[src/rtl/coh_dir_pkg.sv]
package coh_dir_pkg;

  typedef enum logic [1:0] {
    DS_INV = 2'd0,
    DS_SHR = 2'd1,
    DS_EXC = 2'd2
  } dstate_e;

  localparam logic [1:0] MK_REQUEST  = 2'd0;
  localparam logic [1:0] MK_FORWARD  = 2'd1;
  localparam logic [1:0] MK_RESPONSE = 2'd2;

  // index of the lowest set bit, 0 when none
  function automatic int lowest_set(input logic [31:0] v);
    int r;
    r = 0;
    for (int i = 31; i >= 0; i--) begin
      if (v[i]) r = i;
    end
    return r;
  endfunction

endpackage

[src/rtl/coh_inv_walk.sv]
module coh_inv_walk
  import coh_dir_pkg::*;
#(
  parameter int NODES = 4,
  parameter int NW    = 2
) (
  input  logic             clk,
  input  logic             rst_n,
  input  logic             load,
  input  logic [NODES-1:0] load_vec,
  input  logic             step,
  output logic             pending,
  output logic [NW-1:0]    cur_id
);

  logic [NODES-1:0] vec_q;

  assign pending = |vec_q;
  assign cur_id  = NW'(lowest_set(32'(vec_q)));

  always_ff @(posedge clk) begin
    if (!rst_n)    vec_q <= '0;
    else if (load) vec_q <= load_vec;
    else if (step) vec_q <= vec_q & ~(NODES'(1) << cur_id);
  end

  // each step retires exactly one sharer
  p_one_per_step_r5: assert property (@(posedge clk) disable iff (!rst_n)
    (step && pending) |=> ($countones(vec_q) == $countones($past(vec_q)) - 1));

  // invalidation targets rise strictly
  p_ascending_r5: assert property (@(posedge clk) disable iff (!rst_n)
    (step && ($countones(vec_q) > 1)) |=> (cur_id > $past(cur_id)));

endmodule

[src/rtl/coh_dir_store.sv]
module coh_dir_store
  import coh_dir_pkg::*;
#(
  parameter int NODES  = 4,
  parameter int BLOCKS = 8,
  parameter int NW     = 2,
  parameter int BW     = 3
) (
  input  logic              clk,
  input  logic              rst_n,
  input  logic [BW-1:0]     rd_blk,
  output dstate_e           rd_st,
  output logic [NODES-1:0]  rd_vec,
  output logic [NW-1:0]     rd_own,
  output logic [BLOCKS-1:0] pend_vec,
  input  logic              wa_en,
  input  logic [BW-1:0]     wa_blk,
  input  dstate_e           wa_st,
  input  logic [NODES-1:0]  wa_vec,
  input  logic [NW-1:0]     wa_own,
  input  logic              wa_pset,
  input  logic [NW-1:0]     wa_psrc,
  input  logic              wa_pwr,
  input  logic              ub_en,
  input  logic [BW-1:0]     ub_blk,
  output logic              commit_evt
);

  dstate_e          st_q   [BLOCKS];
  logic [NODES-1:0] vec_q  [BLOCKS];
  logic [NW-1:0]    own_q  [BLOCKS];
  logic [NW-1:0]    psrc_q [BLOCKS];
  logic [BLOCKS-1:0] pwr_q;
  logic [BLOCKS-1:0] pend_q;

  assign rd_st      = st_q[rd_blk];
  assign rd_vec     = vec_q[rd_blk];
  assign rd_own     = own_q[rd_blk];
  assign pend_vec   = pend_q;
  assign commit_evt = ub_en && pend_q[ub_blk];

  always_ff @(posedge clk) begin
    if (!rst_n) begin
      pwr_q  <= '0;
      pend_q <= '0;
      for (int b = 0; b < BLOCKS; b++) begin
        st_q[b]   <= DS_INV;
        vec_q[b]  <= '0;
        own_q[b]  <= '0;
        psrc_q[b] <= '0;
      end
    end else begin
      for (int b = 0; b < BLOCKS; b++) begin
        if (commit_evt && ub_blk == BW'(b)) begin
          pend_q[b] <= 1'b0;
          if (pwr_q[b]) begin
            st_q[b]  <= DS_EXC;
            vec_q[b] <= NODES'(1) << psrc_q[b];
            own_q[b] <= psrc_q[b];
          end else begin
            st_q[b]  <= DS_SHR;
            vec_q[b] <= (NODES'(1) << own_q[b]) | (NODES'(1) << psrc_q[b]);
          end
        end else if (wa_en && wa_blk == BW'(b)) begin
          st_q[b]   <= wa_st;
          vec_q[b]  <= wa_vec;
          own_q[b]  <= wa_own;
          pend_q[b] <= wa_pset;
          psrc_q[b] <= wa_psrc;
          pwr_q[b]  <= wa_pwr;
        end
      end
    end
  end

  // the request path never rewrites a block with an open forward
  p_write_free_r7: assert property (@(posedge clk) disable iff (!rst_n)
    wa_en |-> !pend_q[wa_blk]);

  // a completion closes its block
  p_commit_close_r8: assert property (@(posedge clk) disable iff (!rst_n)
    commit_evt |=> !pend_q[$past(ub_blk)]);

  // a stray completion leaves the entry alone
  p_stray_upd_r10: assert property (@(posedge clk) disable iff (!rst_n)
    (ub_en && !pend_q[ub_blk] && !(wa_en && wa_blk == ub_blk))
      |=> (st_q[$past(ub_blk)] == $past(st_q[ub_blk])) &&
          (vec_q[$past(ub_blk)] == $past(vec_q[ub_blk])));

endmodule

[src/rtl/coh_home_dir.sv]
module coh_home_dir
  import coh_dir_pkg::*;
#(
  parameter int NODES  = 4,
  parameter int BLOCKS = 8,
  localparam int NW = (NODES  > 1) ? $clog2(NODES)  : 1,
  localparam int BW = (BLOCKS > 1) ? $clog2(BLOCKS) : 1
) (
  input  logic          clk,
  input  logic          rst_n,
  input  logic          req_valid,
  output logic          req_ready,
  input  logic          req_write,
  input  logic [NW-1:0] req_src,
  input  logic [BW-1:0] req_blk,
  input  logic          upd_valid,
  input  logic [BW-1:0] upd_blk,
  output logic          msg_valid,
  output logic [1:0]    msg_kind,
  output logic          msg_sub,
  output logic [NW-1:0] msg_dst,
  output logic [NW-1:0] msg_req,
  output logic [BW-1:0] msg_blk
);

  typedef enum logic {C_IDLE, C_WALK} cstate_e;

  cstate_e       state_q;
  logic [NW-1:0] wreq_q;
  logic [BW-1:0] wblk_q;

  dstate_e           rd_st;
  logic [NODES-1:0]  rd_vec;
  logic [NW-1:0]     rd_own;
  logic [BLOCKS-1:0] pend_vec;
  logic              commit_evt;

  logic              wa_en, wa_pset, wa_pwr;
  logic [BW-1:0]     wa_blk;
  dstate_e           wa_st;
  logic [NODES-1:0]  wa_vec;
  logic [NW-1:0]     wa_own, wa_psrc;

  logic              w_load, w_step, w_pending;
  logic [NW-1:0]     w_cur;

  logic              m_valid, m_sub, go_walk, go_idle;
  logic [1:0]        m_kind;
  logic [NW-1:0]     m_dst, m_req;
  logic [BW-1:0]     m_blk;

  logic              accept;
  logic [NODES-1:0]  src_oh, others;

  coh_dir_store #(.NODES(NODES), .BLOCKS(BLOCKS), .NW(NW), .BW(BW)) u_store (
    .clk(clk), .rst_n(rst_n),
    .rd_blk(req_blk), .rd_st(rd_st), .rd_vec(rd_vec), .rd_own(rd_own),
    .pend_vec(pend_vec),
    .wa_en(wa_en), .wa_blk(wa_blk), .wa_st(wa_st), .wa_vec(wa_vec),
    .wa_own(wa_own), .wa_pset(wa_pset), .wa_psrc(wa_psrc), .wa_pwr(wa_pwr),
    .ub_en(upd_valid), .ub_blk(upd_blk), .commit_evt(commit_evt)
  );

  coh_inv_walk #(.NODES(NODES), .NW(NW)) u_walk (
    .clk(clk), .rst_n(rst_n),
    .load(w_load), .load_vec(others), .step(w_step),
    .pending(w_pending), .cur_id(w_cur)
  );

  assign req_ready = (state_q == C_IDLE) && !pend_vec[req_blk];
  assign accept    = req_valid && req_ready;
  assign src_oh    = NODES'(1) << req_src;
  assign others    = rd_vec & ~src_oh;

  always_comb begin
    wa_en   = 1'b0;
    wa_blk  = req_blk;
    wa_st   = rd_st;
    wa_vec  = rd_vec;
    wa_own  = rd_own;
    wa_pset = 1'b0;
    wa_psrc = req_src;
    wa_pwr  = req_write;
    m_valid = 1'b0;
    m_kind  = MK_RESPONSE;
    m_sub   = 1'b0;
    m_dst   = req_src;
    m_req   = req_src;
    m_blk   = req_blk;
    w_load  = 1'b0;
    w_step  = 1'b0;
    go_walk = 1'b0;
    go_idle = 1'b0;
    if (state_q == C_IDLE) begin
      if (accept) begin
        case (rd_st)
          DS_SHR: begin
            if (!req_write) begin
              wa_en   = 1'b1;
              wa_vec  = rd_vec | src_oh;
              m_valid = 1'b1;
            end else if (others == '0) begin
              wa_en   = 1'b1;
              wa_st   = DS_EXC;
              wa_vec  = src_oh;
              wa_own  = req_src;
              m_valid = 1'b1;
              m_sub   = 1'b1;
            end else begin
              w_load  = 1'b1;
              go_walk = 1'b1;
            end
          end
          DS_EXC: begin
            if (rd_own == req_src) begin
              m_valid = 1'b1;
              m_sub   = 1'b1;
            end else begin
              wa_en   = 1'b1;
              wa_pset = 1'b1;
              m_valid = 1'b1;
              m_kind  = MK_FORWARD;
              m_dst   = rd_own;
            end
          end
          default: begin
            wa_en   = 1'b1;
            wa_vec  = src_oh;
            wa_own  = req_src;
            wa_st   = req_write ? DS_EXC : DS_SHR;
            m_valid = 1'b1;
            m_sub   = req_write;
          end
        endcase
      end
    end else begin
      m_req = wreq_q;
      m_blk = wblk_q;
      if (w_pending) begin
        w_step  = 1'b1;
        m_valid = 1'b1;
        m_kind  = MK_FORWARD;
        m_sub   = 1'b1;
        m_dst   = w_cur;
      end else begin
        wa_en   = 1'b1;
        wa_blk  = wblk_q;
        wa_st   = DS_EXC;
        wa_vec  = NODES'(1) << wreq_q;
        wa_own  = wreq_q;
        wa_psrc = wreq_q;
        wa_pwr  = 1'b1;
        m_valid = 1'b1;
        m_sub   = 1'b1;
        m_dst   = wreq_q;
        go_idle = 1'b1;
      end
    end
  end

  always_ff @(posedge clk) begin
    if (!rst_n) begin
      state_q   <= C_IDLE;
      wreq_q    <= '0;
      wblk_q    <= '0;
      msg_valid <= 1'b0;
      msg_kind  <= MK_RESPONSE;
      msg_sub   <= 1'b0;
      msg_dst   <= '0;
      msg_req   <= '0;
      msg_blk   <= '0;
    end else begin
      if (go_walk) begin
        state_q <= C_WALK;
        wreq_q  <= req_src;
        wblk_q  <= req_blk;
      end else if (go_idle) begin
        state_q <= C_IDLE;
      end
      msg_valid <= m_valid;
      msg_kind  <= m_kind;
      msg_sub   <= m_sub;
      msg_dst   <= m_dst;
      msg_req   <= m_req;
      msg_blk   <= m_blk;
    end
  end

  // only Forward and Response leave the home node
  p_no_request_out_r9: assert property (@(posedge clk) disable iff (!rst_n)
    msg_valid |-> (msg_kind == MK_FORWARD || msg_kind == MK_RESPONSE));

  // the requester is never invalidated
  p_inv_not_req_r5: assert property (@(posedge clk) disable iff (!rst_n)
    (msg_valid && msg_kind == MK_FORWARD && msg_sub) |-> (msg_dst != msg_req));

  // a transfer forward goes to another node than the requester
  p_fwd_not_self_r6: assert property (@(posedge clk) disable iff (!rst_n)
    (msg_valid && msg_kind == MK_FORWARD && !msg_sub) |-> (msg_dst != msg_req));

  // an open block refuses requests
  p_pend_stall_r7: assert property (@(posedge clk) disable iff (!rst_n)
    (req_valid && pend_vec[req_blk]) |-> !accept);

  // a walk entered from idle refuses the next request
  p_walk_stall_r11: assert property (@(posedge clk) disable iff (!rst_n)
    go_walk |=> !req_ready);

endmodule

[config.mk]
export PLATFORM = sky130hd
export DESIGN_NAME = coh_home_dir
export DESIGN_NICKNAME = d
export VERILOG_FILES = /design/src/rtl/coh_dir_pkg.sv /design/src/rtl/coh_inv_walk.sv /design/src/rtl/coh_dir_store.sv /design/src/rtl/coh_home_dir.sv
export SDC_FILE = /design/constraint.sdc
export NUM_CORES = 1
export LEC_CHECK = 0
export ABC_AREA = 1
export CAP_MARGIN = 40
export CORE_ASPECT_RATIO = 1.75
export CORE_MARGIN = 4
export CORE_UTILIZATION = 60
export DETAILED_ROUTE_END_ITERATION = 6
export PLACE_DENSITY = 0.78
export SYNTH_ARGS = -nofsm -noshare
export SYNTH_HDL_FRONTEND = slang
export SYNTH_HIERARCHICAL = 1
export SYNTH_SLANG_ARGS = --single-unit
[constraint.sdc]
create_clock -name clk -period 5.2 [get_ports clk]
set_clock_uncertainty 0.05 [all_clocks]
set_input_delay 1.04 -clock clk [delete_from_list [all_inputs] [get_ports clk]]
set_output_delay 1.04 -clock clk [all_outputs]
set_load 0.02 [all_outputs]
==> metrics.txt <==
WHS 0.444 ns; status completed; Rel. slew slack 0.521; slowest CP cell clkdlybuf4s50_1; n_diodes 0; # port buffers 24; max-slew violation count 0; ys flop type edfxtp_1; Worst-Margin Slew 0.714 ns; worst-skew pair later-pin latency 0.42 ns; clk slew on worst S/H paths 0.06 ns; post-synthesis cell area 7350 um^2; num ports 25; first-pass GRT wire length 36.6 mm; fillcell total 1006; CTS Hold Buffers Added 0; effective utilization at floorplan 0.612; Total Routing Usage GR 0.342; Reg power frac 0.402; CTS tree done; Worst Path Arrival 4.69 ns; sw power 772 uW; area of the core 12000 um^2; Final period util 0.877; Yosys cell types 43; Final Hold Viols 0; logic gate share of total power 0.151; average wire per standard cell 18.9 um; proportion of layout cells with a drive suffix above 1 0.0984; most frequent CP cell nand2_1; Fmax 219 MHz; Post CTS Setup Buffer Count 0; flops & latches, synth 117; max cap viols 0; minimum clock period 4.56 ns; syn avg cell area 7.23 um^2; largest area contributor in the netlist edfxtp_1; worst hold path type reg2reg; width of the die 91.7 um; DRC 0; FF-to-FF setup slack 1.63 ns; cell chain of the critical path clkdlybuf4s50_1 -> buf_4 -> nor2_1 -> o21ai_0 -> a31oi_1 -> inv_1 -> ha_1 -> inv_1 -> nor2_1 -> nand2_1 -> nand4_1 -> nand2_1 -> nand2_1 -> nand2_1 -> nand2_1 -> inv_1 -> nand4_1 -> nand2_1 -> nor2_1; Async SR Flop Fraction 0; top cell type's share of synthesized area 0.327; CP Max Fanout 11; worst path bufs/invs 5; Setup TNS 0 ns; startpoint types input pin; largest stage delay on the critical path 0.53 ns; routed vias 7272; EDFF count, synth 80; CTS H-tree lvls 4; routed vias/inst 5.95; sw frac 0.288; Die ar. 14200 um^2; Max VDD drop 0.000228 V; post-route ant nets 0; Post-Syn Nets 1032; Overflow after GRT 0; Critical Path RT 5.33 ns; pin count of the biggest net entering global routing 58; P_leak 3.61 nW; final worst slack 0.640 ns; Clock power frac 0.447; total clock sinks 117; 1st-pass router iterations 5; cell with the most instances after synthesis nand2_1; Post-Route WL 23.1 mm; CTS buffer count 17; Gate Count Post-Synth 1016; Final setup viols 0; Setup Slack @ Placement 0.350 ns; antenna violations before repair 0; CTS resizes 0; Final Core Density 0.696; top area cells in the synthesized netlist edfxtp_1, nand2_1, dfxtp_1; sequential element share of the synthesized area 0.428; total power 2.69 mW; Bufs on Longest Clock Path 2; Crit. End Element flip-flop; Power Dens Cells 321 nW/um^2; Root Buffer clkbuf_16; CP Class in2reg; gpl congestion 1.08; # rows 53; delay-heaviest family, CP simple AND/OR/NAND/NOR gates; HPWL Detailed 17.2 mm; Vert. Die Dim 154 um; commonest cells in the netlist nand2_1, nor2_1, inv_1, edfxtp_1, nand3_1; design internal power 1.91 mW; initial DRC count 754; vias in the first global route 7145; RSZ-0062 raised after global routing false; area grow syn2layout 13.8%; Yosys warning total 6; fin nets 1060
-- cells in the final DEF (no fill, tap or decap), types with 4 or more instances in the layout --
cell type / n
nand2_1: 226
a21oi_2: 4
o21ai_1: 7
o22ai_1: 19
a21oi_1: 37
nor2_2: 8
nand4_1: 38
nand3_1: 76
edfxtp_1: 80
nor2_1: 176
o21ai_0: 75
nand2_2: 13
o21bai_1: 4
clkbuf_16: 17
clkdlybuf4s50_1: 23
a31oi_1: 8
nor3_1: 6
buf_4: 18
inv_2: 6
inv_1: 124
dfxtp_1: 37
nand3_2: 4
-- routing by layer --
metal | track usage | share of wire | vias to the layer above
met4 | 0.279 | 0.085 | 0
met5 | 0 | 0 | -
met2 | 0.596 | 0.51 | 390
met3 | 0.0637 | 0.074 | 116
met1 | 0.349 | 0.33 | 3320
li1 | - | - | 3446
-- stage by stage --
step                cells  instance area (um^2)
floorplan            1016                  7350
global placement     1189                  7740
detailed placement   1190                  7750
CTS                  1222                  8360
global route         1222                  8360
finish               1222                  8360
-- cell type report --
class | instances | area (um^2) | area share
Multi-Input combinational cell | 734 | 3530 | 0.422
Sequential cell | 117 | 3140 | 0.376
Inverter | 131 | 492 | 0.0588
Clock buffer | 17 | 425 | 0.0509
Timing Repair Buffer | 43 | 385 | 0.0461
Tap cell | 165 | 206 | 0.0247
Clock inverter | 15 | 179 | 0.0214
-- worst min-delay path, delay by kind of cell (launching register included) --
family	cells	cell delay, ns
AOI/OAI and AO/OA	1	0.05
DFF	1	0.33
and+or+nand+nor	1	0.06
-- cells by family (layout without fill, tap and decap cells) --
| family | count (synthesis) | after routing | share of synthesized area |
|---|---|---|---|
| simple gates | 563 | 563 | 0.343 |
| compound gates | 166 | 166 | 0.130 |
| buf+inv | 165 | 206 | 0.0921 |
| flops | 117 | 117 | 0.428 |
| fa+ha+maj | 3 | 3 | 0.00511 |
| xor+xnor | 2 | 2 | 0.00238 |
-- worst paths after layout --
| path | endpoint | depth (start not counted) | start |
|---|---|---|---|
| max | u_store/vec_q[3][3] | 19 | req_blk[1] |
| min reg2reg | u_store/pwr_q[6] | 2 | u_store/pwr_q[6] |
| max reg2reg | u_store/vec_q[3][3] | 18 | u_store/st_q[0][1] |
| min | u_store/pwr_q[6] | 2 | u_store/pwr_q[6] |
-- registers in the layout (all words and copies together), names as in the netlist, 3 cells and up --
name / count
wblk_q: 3
u_store/st_q: 16
u_store/psrc_q: 16
u_store/own_q: 16
u_store/pwr_q: 8
u_walk/vec_q: 4
msg_blk: 3
u_store/pend_vec: 8
u_store/vec_q: 32
-- power groups by stage --
stage	logic [mW]	registers [mW]	clock network, mW
3_3_place_gp	0.391	1.10	0
6_report	0.406	1.08	1.20
2_1_floorplan	0.251	1.09	0
4_1_cts	0.396	1.08	1.21
3_5_place_dp	0.393	1.10	0
5_1_grt	0.441	1.08	1.26
(Power assumes the default switching activity.)
